===== src/rtl/acs_pkg.sv =====
`timescale 1ns/1ps
package acs_pkg;
    localparam int NUM_ST   = 8;
    localparam int NUM_CAND = 4;
    localparam int MW       = 14;
    localparam int SIDX_W   = $clog2(NUM_ST);
    localparam int DEC_W    = $clog2(NUM_CAND);
    localparam int TAB_W    = NUM_ST * NUM_CAND * SIDX_W;
    localparam int VEC_W    = NUM_ST * MW;

    typedef logic signed [MW-1:0] metric_t;
    typedef logic [DEC_W-1:0]     dec_t;

    localparam metric_t MET_MAX = metric_t'({1'b0, {(MW-1){1'b1}}});
    localparam metric_t MET_MIN = metric_t'({1'b1, {(MW-1){1'b0}}});

    typedef enum logic {MODE_DIRECT, MODE_SPLIT} acs_mode_e;

    // one half of the split minimum: value and which of its pair won
    typedef struct packed {
        metric_t val;
        logic    pick;
    } half_t;

    // 15-bit sum, clamped back into the 14-bit signed range
    function automatic metric_t sat_add(metric_t a, metric_t b);
        logic signed [MW:0] s;
        s = {a[MW-1], a} + {b[MW-1], b};
        if (s[MW] != s[MW-1])
            return s[MW] ? MET_MIN : MET_MAX;
        return s[MW-1:0];
    endfunction

    // a < b, decided from the sign of a widened subtraction
    function automatic logic less_than(metric_t a, metric_t b);
        logic signed [MW:0] d;
        d = {a[MW-1], a} - {b[MW-1], b};
        return d[MW];
    endfunction

    function automatic logic [TAB_W-1:0] src_tab_default();
        logic [TAB_W-1:0] t;
        t = '0;
        for (int s = 0; s < NUM_ST; s++)
            for (int c = 0; c < NUM_CAND; c++)
                t[(s*NUM_CAND+c)*SIDX_W +: SIDX_W] = SIDX_W'((NUM_CAND*s + c) % NUM_ST);
        return t;
    endfunction

    function automatic logic [TAB_W-1:0] bm_tab_default();
        logic [TAB_W-1:0] t;
        t = '0;
        for (int s = 0; s < NUM_ST; s++)
            for (int c = 0; c < NUM_CAND; c++)
                t[(s*NUM_CAND+c)*SIDX_W +: SIDX_W] = SIDX_W'((s + 3*c) % NUM_ST);
        return t;
    endfunction

    function automatic logic [VEC_W-1:0] reset_metrics();
        logic [VEC_W-1:0] v;
        for (int s = 0; s < NUM_ST; s++)
            v[s*MW +: MW] = (s == 0) ? metric_t'(0) : MET_MAX;
        return v;
    endfunction
endpackage


===== src/rtl/acs_cand_gen.sv =====
`timescale 1ns/1ps
module acs_cand_gen
    import acs_pkg::*;
#(
    parameter int               STATE   = 0,
    parameter logic [TAB_W-1:0] SRC_TAB = src_tab_default(),
    parameter logic [TAB_W-1:0] BM_TAB  = bm_tab_default()
) (
    input  logic [VEC_W-1:0]         met_i,
    input  logic [VEC_W-1:0]         bm_i,
    output logic [NUM_CAND*MW-1:0]   cand_o
);
    for (genvar c = 0; c < NUM_CAND; c++) begin : g_cand
        localparam int SRC = int'(SRC_TAB[(STATE*NUM_CAND+c)*SIDX_W +: SIDX_W]);
        localparam int BMI = int'(BM_TAB[(STATE*NUM_CAND+c)*SIDX_W +: SIDX_W]);
        assign cand_o[c*MW +: MW] = sat_add(metric_t'(met_i[SRC*MW +: MW]),
                                            metric_t'(bm_i[BMI*MW +: MW]));
    end
endmodule


===== src/rtl/acs_min4.sv =====
`timescale 1ns/1ps
module acs_min4
    import acs_pkg::*;
(
    input  logic                   clk,
    input  logic                   rst,
    input  logic [NUM_CAND*MW-1:0] cand_i,
    output metric_t                min_o,
    output dec_t                   win_o
);
    metric_t                              c [NUM_CAND];
    logic [NUM_CAND-1:0][NUM_CAND-1:0]    le;
    logic [NUM_CAND-1:0]                  w;

    always_comb begin
        for (int i = 0; i < NUM_CAND; i++)
            c[i] = metric_t'(cand_i[i*MW +: MW]);
        le = '0;
        // six subtractions in parallel: le[i][j] means c[i] <= c[j], i < j
        for (int i = 0; i < NUM_CAND; i++)
            for (int j = i + 1; j < NUM_CAND; j++)
                le[i][j] = !less_than(c[j], c[i]);
        // candidate i wins if strictly below lower indices and not above higher ones
        for (int i = 0; i < NUM_CAND; i++) begin
            w[i] = 1'b1;
            for (int j = 0; j < i; j++)
                w[i] = w[i] & !le[j][i];
            for (int j = i + 1; j < NUM_CAND; j++)
                w[i] = w[i] & le[i][j];
        end
        win_o = '0;
        for (int i = 0; i < NUM_CAND; i++)
            if (w[i]) win_o = dec_t'(i);
        min_o = c[win_o];
    end

    a_r8_onehot_win: assert property (@(posedge clk) disable iff (rst) $onehot(w))
        else $error("R8: winner flags not one-hot");

    a_r8_min_bound: assert property (@(posedge clk) disable iff (rst)
        (min_o <= c[0]) && (min_o <= c[1]) && (min_o <= c[2]) && (min_o <= c[3]))
        else $error("R8: selected minimum exceeds a candidate");
endmodule


===== src/rtl/acs_slice.sv =====
`timescale 1ns/1ps
module acs_slice
    import acs_pkg::*;
#(
    parameter int               STATE   = 0,
    parameter logic [TAB_W-1:0] SRC_TAB = src_tab_default(),
    parameter logic [TAB_W-1:0] BM_TAB  = bm_tab_default(),
    parameter acs_mode_e        MODE    = MODE_DIRECT,
    parameter metric_t          RST_VAL = '0
) (
    input  logic             clk,
    input  logic             rst,
    input  logic             en,
    input  logic [VEC_W-1:0] met_i,
    input  logic [VEC_W-1:0] bm_i,
    output metric_t          met_o,
    output dec_t             dec_o
);
    logic [NUM_CAND*MW-1:0] cand;

    acs_cand_gen #(
        .STATE   (STATE),
        .SRC_TAB (SRC_TAB),
        .BM_TAB  (BM_TAB)
    ) u_cand (
        .met_i  (met_i),
        .bm_i   (bm_i),
        .cand_o (cand)
    );

    if (MODE == MODE_DIRECT) begin : g_direct
        metric_t min_val;
        dec_t    win;
        metric_t met_q;
        dec_t    dec_q;

        acs_min4 u_min (
            .clk    (clk),
            .rst    (rst),
            .cand_i (cand),
            .min_o  (min_val),
            .win_o  (win)
        );

        always_ff @(posedge clk) begin
            if (rst) begin
                met_q <= RST_VAL;
                dec_q <= '0;
            end else if (en) begin
                met_q <= min_val;
                dec_q <= win;
            end
        end

        assign met_o = met_q;
        assign dec_o = dec_q;

        a_r6_hold_direct: assert property (@(posedge clk) disable iff (rst)
            !en |=> ($stable(met_q) && $stable(dec_q)))
            else $error("R6: direct slice changed with enable low");
    end else begin : g_split
        metric_t c0, c1, c2, c3;
        half_t   lo, hi;
        logic    sel;
        half_t   lo_q, hi_q;
        logic    sel_q;
        dec_t    dec_q;

        always_comb begin
            c0 = metric_t'(cand[0*MW +: MW]);
            c1 = metric_t'(cand[1*MW +: MW]);
            c2 = metric_t'(cand[2*MW +: MW]);
            c3 = metric_t'(cand[3*MW +: MW]);
            lo = less_than(c1, c0) ? '{val: c1, pick: 1'b1} : '{val: c0, pick: 1'b0};
            hi = less_than(c3, c2) ? '{val: c3, pick: 1'b1} : '{val: c2, pick: 1'b0};
            sel = less_than(hi.val, lo.val);
        end

        always_ff @(posedge clk) begin
            if (rst) begin
                lo_q  <= '{val: RST_VAL, pick: 1'b0};
                hi_q  <= '{val: MET_MAX, pick: 1'b0};
                sel_q <= 1'b0;
                dec_q <= '0;
            end else if (en) begin
                lo_q  <= lo;
                hi_q  <= hi;
                sel_q <= sel;
                dec_q <= {sel, sel ? hi.pick : lo.pick};
            end
        end

        // deferred two-way choice, read directly by the recursion
        assign met_o = sel_q ? hi_q.val : lo_q.val;
        assign dec_o = dec_q;

        a_r7_split_hold: assert property (@(posedge clk) disable iff (rst)
            !en |=> ($stable(lo_q) && $stable(hi_q) && $stable(sel_q) && $stable(dec_q)))
            else $error("R7: split stage changed with enable low");
    end
endmodule


===== src/rtl/acs_radix4.sv =====
`timescale 1ns/1ps
module acs_radix4
    import acs_pkg::*;
#(
    parameter acs_mode_e        MODE    = MODE_DIRECT,
    parameter logic [TAB_W-1:0] SRC_TAB = src_tab_default(),
    parameter logic [TAB_W-1:0] BM_TAB  = bm_tab_default()
) (
    input  logic                   clk,
    input  logic                   rst,
    input  logic                   en,
    input  logic [VEC_W-1:0]       bm_i,
    output logic [VEC_W-1:0]       metric_o,
    output logic [NUM_ST*DEC_W-1:0] dec_o
);
    localparam logic [VEC_W-1:0] RST_VEC = reset_metrics();

    logic [VEC_W-1:0] met_fb;

    for (genvar s = 0; s < NUM_ST; s++) begin : g_state
        localparam metric_t RV = metric_t'(RST_VEC[s*MW +: MW]);
        metric_t m;
        dec_t    d;

        acs_slice #(
            .STATE   (s),
            .SRC_TAB (SRC_TAB),
            .BM_TAB  (BM_TAB),
            .MODE    (MODE),
            .RST_VAL (RV)
        ) u_slice (
            .clk   (clk),
            .rst   (rst),
            .en    (en),
            .met_i (met_fb),
            .bm_i  (bm_i),
            .met_o (m),
            .dec_o (d)
        );

        assign met_fb[s*MW +: MW]       = m;
        assign dec_o[s*DEC_W +: DEC_W]  = d;
    end

    if (MODE == MODE_DIRECT) begin : g_out_direct
        assign metric_o = met_fb;
    end else begin : g_out_split
        logic             en_q;
        logic [VEC_W-1:0] out_q;

        always_ff @(posedge clk) begin
            if (rst) begin
                en_q  <= 1'b0;
                out_q <= RST_VEC;
            end else begin
                en_q <= en;
                if (en_q) out_q <= met_fb;
            end
        end

        assign metric_o = out_q;
    end

    a_r1_reset_vals: assert property (@(posedge clk)
        rst |=> (metric_o == RST_VEC) && (dec_o == '0))
        else $error("R1: outputs not at reset values after reset");
endmodule


===== config.mk =====
export PLATFORM = sky130hd
export DESIGN_NAME = acs_radix4
export DESIGN_NICKNAME = d
export VERILOG_FILES = /design/src/rtl/acs_pkg.sv /design/src/rtl/acs_cand_gen.sv /design/src/rtl/acs_min4.sv /design/src/rtl/acs_slice.sv /design/src/rtl/acs_radix4.sv
export SDC_FILE = /design/constraint.sdc
export NUM_CORES = 2
export LEC_CHECK = 0
export BUFFER_PORTS_ARGS = -buffer_cell sky130_fd_sc_hd__buf_2
export CAP_MARGIN = 20
export CORE_MARGIN = 5
export CORE_UTILIZATION = 36
export DETAILED_ROUTE_END_ITERATION = 10
export HOLD_SLACK_MARGIN = 0.03
export REMOVE_ABC_BUFFERS = 1
export SYNTH_ARGS = -nofsm -noshare
export SYNTH_HDL_FRONTEND = slang
export SYNTH_SLANG_ARGS = --single-unit

===== constraint.sdc =====
create_clock -name clk -period 22.7 [get_ports clk]
set_input_delay 3.405 -clock clk [delete_from_list [all_inputs] [get_ports clk]]
set_output_delay 3.405 -clock clk [all_outputs]
set_load 0.1 [all_outputs]

# Word level (Yosys, flattened, before mapping)

Cells that the tools add are included.

Add/subtract/negate cells: 80
Order comparisons: 8
Equal/unequal tests: 32
Mux-type cells: 176
Bitwise operators: 56
Reductions and logical operators: 24

Operator list:

| cell                                       | count |
|---|---|
| 2-to-1 mux 14 bit                          | 112 |
| subtractor 14 x 14 -> 15 bit               | 48 |
| adder 14 x 14 -> 15 bit                    | 32 |
| binary-select mux 14 bit (select 2 bit)    | 8 |
| AND 1 bit                                  | 48 |
| 2-to-1 mux 1 bit                           | 40 |
| 2-to-1 mux 2 bit                           | 16 |
| inequality test 1 bit                      | 32 |
| >= comparator 3 bit, second input constant | 8 |
| logical NOT 1 bit                          | 24 |
| NOT 2 -> 3 bit                             | 8 |

Register bits: 128
Bits of input ports: 115
Output and inout port bits: 128
Logic and storage cells: 392

# Logic depth before layout (Yosys ltp)

Word-level depth: 15
Gate-level depth with buffers: 34
Mapped depth without buffers: 31

# Cells and area by module

A second synthesis with hierarchy kept.

Cells, all modules: 7368
Area, all modules: 55866.1 µm²

Modules (own cells, without submodules):

| module                                           | instances | cells each | area each (µm²) |
|---|---|---|---|
| acs_cand_gen (g_state[1].u_slice.u_cand ...)     | 5         | 533        | 3866.2 |
| acs_cand_gen (g_state[0].u_slice.u_cand ...)     | 3         | 602        | 4131.5 |
| acs_min4 (g_state[1].u_slice.g_direct.u_min ...) | 4         | 312        | 2404.8 |
| acs_min4 (g_state[6].u_slice.g_direct.u_min ...) | 2         | 289        | 2359.8 |
| acs_slice (g_state[1].u_slice ...)               | 7         | 53         | 600.6 |
| acs_min4 (g_state[0].u_slice.g_direct.u_min)     | 1         | 334        | 2529.9 |
| acs_min4 (g_state[5].u_slice.g_direct.u_min)     | 1         | 314        | 2487.4 |
| acs_slice (g_state[0].u_slice)                   | 1         | 52         | 580.6 |

# Worst setup path before layout

No wires, ideal clock.

Path type: input-to-reg
From: input bm_i[1]
To: register g_state[0].u_slice.g_direct.met_q[7]
Setup time: 0.122 ns
Arrival: 9.656 ns
Required time: 22.578 ns
Setup slack: 12.923 ns
Stages: 34
Path buffers: 4
Cells stage by stage: ha_1 a21o_1 a21o_1 a21o_1 a21o_1 a21oi_1 o22ai_1 o41ai_1 nor2b_1 o21ai_0 nand2b_1 xor2_1 ha_1 clkbuf_1 nand2_1 o22a_1 nand2_1 clkbuf_1 clkbuf_1 nor2_1 ha_1 and3_1 a221o_1 a21oi_1 and3_1 a22o_1 a211o_1 o21ba_2 o22ai_1 nand3_1 buf_2 o31ai_1 o21ai_0 a221o_1

Longest elaborated chain between the ends: 14

Ends and longest elaborated chain:

| what                                                       | line                         | text |
|---|---|---|
| from (decl)                                                | acs_radix4.sv:12             | `input logic [VEC_W-1:0] bm_i,` |
| adder 14 x 14 -> 15 bit (*)                                | acs_pkg.sv:28                | `s = {a[MW-1], a} + {b[MW-1], b};` |
| 2-to-1 mux 14 bit or inequality test 1 bit (tied branches) | acs_pkg.sv:30, acs_pkg.sv:29 |  |
| 2-to-1 mux 14 bit or 2-to-1 mux 1 bit (tied branches)      | acs_pkg.sv:29                | `if (s[MW] != s[MW-1])` |
| 2-to-1 mux 14 bit (*)                                      | acs_pkg.sv:31                | `return s[MW-1:0];` |
| subtractor 14 x 14 -> 15 bit                               | acs_pkg.sv:37                | `d = {a[MW-1], a} - {b[MW-1], b};` |
| AND 1 bit (2 in a row)                                     | acs_min4.sv:29               | `w[i] = w[i] & le[i][j];` |
| 2-to-1 mux 1 bit                                           | acs_min4.sv:33               | `if (w[i]) win_o = dec_t'(i);` |
| 2-to-1 mux 2 bit (2 in a row)                              | acs_min4.sv:33               |  |
| NOT 2 -> 3 bit (implied by the code)                       | acs_min4.sv:34               | `min_o = c[win_o];` |
| binary-select mux 14 bit (select 2 bit) (*)                | acs_min4.sv:34               |  |
| 2-to-1 mux 14 bit (implied by the code) (*) (2 in a row)   | acs_min4.sv:34               |  |
| to (signal assigned)                                       | acs_slice.sv:50              | `met_q <= min_val;` |
| to (decl)                                                  | acs_slice.sv:34              | `metric_t met_q;` |

Every way passes the cells marked *; elsewhere a longest branch is shown, timed or not. The select of a mux whose other input is x is not followed.
A chain may end at the register's enable or synchronous reset.

# Worst setup path after layout

From: input bm_i[1]
To: register g_state[0].u_slice.g_direct.met_q[11]

Same word-level chain as after synthesis.

==> results_tabular.tex <==
\begin{tabular}{lr}
\hline
Metric & Value \\
\hline
\multicolumn{2}{l}{\textbf{Outcome}} \\
Status & completed \\
\multicolumn{2}{l}{\textbf{Drt}} \\
Wire per inst & just over 30 um \\
Count of unresolved DRC violations after routing & 0 \\
Antenna Violating Nets Remaining & 0 \\
Detail-routed via count per cell & 6.36 \\
WL final & $\sim$240 mm \\
Number of DRC markers in iteration 0 & 5964 \\
DR pass1 iterations & 6 \\
Vias & 50507 \\
\multicolumn{2}{l}{\textbf{Die}} \\
Row count & 130 \\
Placeable core region & 126000 sq um \\
Die height & between 300 and 400 um \\
DIE AREA & 134000 sq um \\
Initial cell density of the core & 36.3\% \\
Width of the die & 366 um \\
Count of pins on the block boundary & 243 \\
\multicolumn{2}{l}{\textbf{Yosys}} \\
Yosys reg bits & 128 \\
Share of the synthesized area in the top cell type & a little under a third \\
Number of cells produced by synthesis & approximately 6000 \\
Post-synth top cells & sky130\_fd\_sc\_hd\_\_ha\_1 (1120), sky130\_fd\_sc\_hd\_\_a21oi\_1 (616), sky130\_fd\_sc\_hd\_\_o21ai\_0 (505) \\
Cell area after technology mapping & 45500 sq um \\
Most numerous cell in the Yosys netlist & sky130\_fd\_sc\_hd\_\_ha\_1 \\
Synth async-reset ratio & 0\% \\
Warning count from the yosys run & 0 \\
Top area cells in the synthesized netlist & sky130\_fd\_sc\_hd\_\_ha\_1 (31\%), sky130\_fd\_sc\_hd\_\_a21oi\_1 (6.8\%), sky130\_fd\_sc\_hd\_\_dfxtp\_1 (5.6\%) \\
EDFF count, synth & 0 \\
Seq/Total Area, Yosys & $\sim$5.6\% \\
Netlist cell types & 107 \\
Most frequently used flop master after synthesis & sky130\_fd\_sc\_hd\_\_dfxtp\_1 \\
Library cell occupying the most area in the post-synthesis netlist & sky130\_fd\_sc\_hd\_\_ha\_1 \\
Syn Area/Cell & around 7.6 sq um \\
\multicolumn{2}{l}{\textbf{Setup path}} \\
Critical Path Source Type & input pin \\
Standard cell with the maximum stage delay on the critical path & sky130\_fd\_sc\_hd\_\_nand3\_1 \\
Critical-path maximum fanout & 21 \\
Crit-path max cell delay & just over 0.6 ns \\
Critical Path RT & 23.11 ns \\
Capturing element type of the critical path & flip-flop \\
Dominant cell type by count on the critical path & sky130\_fd\_sc\_hd\_\_a21o\_1 \\
Worst endpoint data arrival time & about 11 ns \\
Crit path kind & in2reg \\
\multicolumn{2}{l}{\textbf{Layout}} \\
Area of all sequential standard cells & 2560 sq um \\
Net count reported at finish & approximately 7500 \\
Filler Cells Inserted & $\sim$13000 \\
Area grow syn2layout & 9.98\% \\
Combined area of the multi-input logic cells & 40700 sq um \\
Layout cell share with drive strength beyond 1 & roughly 9\% \\
\multicolumn{2}{l}{\textbf{CTS}} \\
Clock latency on the worst-skew pair & 0.55 ns \\
TritonCTS clock tree & yes \\
Clock sinks & around 130 \\
CTS Root Cell & sky130\_fd\_sc\_hd\_\_clkbuf\_16 \\
Post-CTS Hold Buffers & 0 \\
CTS Buffer Depth & 2 \\
Number of gates resized after cts & 0 \\
Total CTS buffers & 17 \\
Level count of the clock H-tree & 4 \\
Clock transition time at the flip-flop clock pins of the worst setup and hold paths & about 0.07 ns \\
Post-CTS setup-driven buffer insertion count & 0 \\
\multicolumn{2}{l}{\textbf{Global routing}} \\
Total global-route track usage & 34.9\% \\
Total global routing overflow & 0 \\
Via count of the first global-routing pass & 46249 \\
Number of antenna violations at the first check in global routing & 35 \\
Wire length of the first global-routing pass & 336 mm \\
Largest net degree at the start of global routing & 46 \\
\multicolumn{2}{l}{\textbf{STA}} \\
Final-report setup violation count & 0 \\
Number of hold violations in the final report & 0 \\
Post-route setup TNS & 0 ns \\
Max Clk Rate & 91.7 MHz \\
Min Clock Period, post-route & 10.90 ns \\
Period utilization & 48.0\% \\
Slew at the pin closest to its max-slew limit & 1.27 ns \\
Worst clock skew & 0.0267 ns \\
Max-slew violations & 0 \\
Setup repair after global routing missed its margin & no \\
Worst slew margin relative to its limit & 14.3\% \\
\multicolumn{2}{l}{\textbf{Run}} \\
Number of maximum-capacitance constraint violations & 0 \\
\multicolumn{2}{l}{\textbf{Place}} \\
Final estimated routing congestion in global placement & 1.06 \\
HPWL reported at the end of detailed placement & 200 mm \\
Buffers added on ports & between 200 and 250 \\
\multicolumn{2}{l}{\textbf{Min path}} \\
HP Class & reg2reg \\
\hline
\end{tabular}
==> placed cells by master, fill, tap and decap left out, types with 35 or more instances in the layout <==
cell type	instances
sky130_fd_sc_hd__a211oi_1	84
sky130_fd_sc_hd__a21boi_0	70
sky130_fd_sc_hd__a21o_1	298
sky130_fd_sc_hd__a21oi_1	616
sky130_fd_sc_hd__a31oi_1	50
sky130_fd_sc_hd__and3_1	56
sky130_fd_sc_hd__buf_2	241
sky130_fd_sc_hd__buf_4	146
sky130_fd_sc_hd__dfxtp_1	128
sky130_fd_sc_hd__ha_1	1120
sky130_fd_sc_hd__inv_1	459
sky130_fd_sc_hd__mux2i_1	103
sky130_fd_sc_hd__nand2_1	242
sky130_fd_sc_hd__nand2b_1	84
sky130_fd_sc_hd__nand3_1	97
sky130_fd_sc_hd__nand4_1	101
sky130_fd_sc_hd__nor2_1	423
sky130_fd_sc_hd__nor2b_1	101
sky130_fd_sc_hd__nor3_1	73
sky130_fd_sc_hd__o211ai_1	63
sky130_fd_sc_hd__o21a_1	96
sky130_fd_sc_hd__o21ai_0	500
sky130_fd_sc_hd__o21bai_1	94
sky130_fd_sc_hd__o221ai_1	35
sky130_fd_sc_hd__or2_2	37
sky130_fd_sc_hd__xnor2_1	222
sky130_fd_sc_hd__xor2_1	128
==> metal layers <==
layer  global-route usage [%]  vias up  part of all wire [%]  wire length [um]
met4                     19.7        6                   6.6             16100
met5                        0        -                 0.014                33
met2                     51.9     2787                    41             99600
li1                         -    23095                     -                 -
met3                     7.23      607                   9.8             23900
met1                     46.7    24012                    42            103000
==> area by class of cell <==
class | count | area share (%)
Tap cell | 1650 | 4.12
Multi-Input combinational cell | 5271 | 81.3
Antenna cell | 13 | 0.0650
Clock inverter | 15 | 0.392
Timing Repair Buffer | 392 | 4.73
Clock buffer | 17 | 0.850
Sequential cell | 128 | 5.12
Inverter | 461 | 3.46
==> worst paths after layout <==
path                                             startpoint                      endpoint  slack (ns)  cells after the start
worst max register to register  g_state[2].u_slice.met_o[2]   g_state[2].u_slice.met_o[4]       14.32                     26
worst min-delay path            g_state[2].u_slice.dec_o[0]   g_state[2].u_slice.dec_o[0]        0.48                      2
worst max-delay path                                bm_i[1]  g_state[0].u_slice.met_o[11]       11.80                     32
worst min register to register  g_state[2].u_slice.dec_o[0]   g_state[2].u_slice.dec_o[0]        0.48                      2
==> sequential cells by signal (all words and copies together), names as in the netlist <==
register,flops
g_state.u_slice.met_o,112
g_state.u_slice.dec_o,16
==> worst max-delay path: cells and delay by family <==
family | cells | cell delay [ns]
muxes | 1 | 0.51
xor gates and xnor gates | 1 | 0.16
and+or+nand+nor | 8 | 2.35
AOI/OAI and AO/OA | 17 | 3.36
buffers and inverters | 2 | 0.30
adders and majority gates | 3 | 1.18
==> through the flow <==
step | hold slack, ns | worst slack, ns | util (%) | instances | cell area (sq um)
CTS | 0.489 | 12.05 | 39.8 | 7932 | 50000
global placement | 0.463 | 11.45 | 39.3 | 7894 | 49300
global route | 0.507 | 11.34 | 39.8 | 7935 | 50000
detailed placement | 0.475 | 11.48 | 39.3 | 7900 | 49400
finish | 0.481 | 11.80 | 39.9 | 7947 | 50100
floorplan | 0.912 | 12.08 | - | 5860 | 44900
==> cells by family after synthesis <==
family	after synthesis	synth area share, %
AOI/OAI and AO/OA	2268	32.3
and+or+nand+nor	1365	15.0
adders and majority gates	1155	32.3
buffers and inverters	599	5.08
xor gates and xnor gates	350	6.73
muxes	133	3.01
DFF	128	5.63
Power is left out: the tool's default activity adds up to more than one toggle a clock period on the data nets, which glitch-free logic cannot reach.
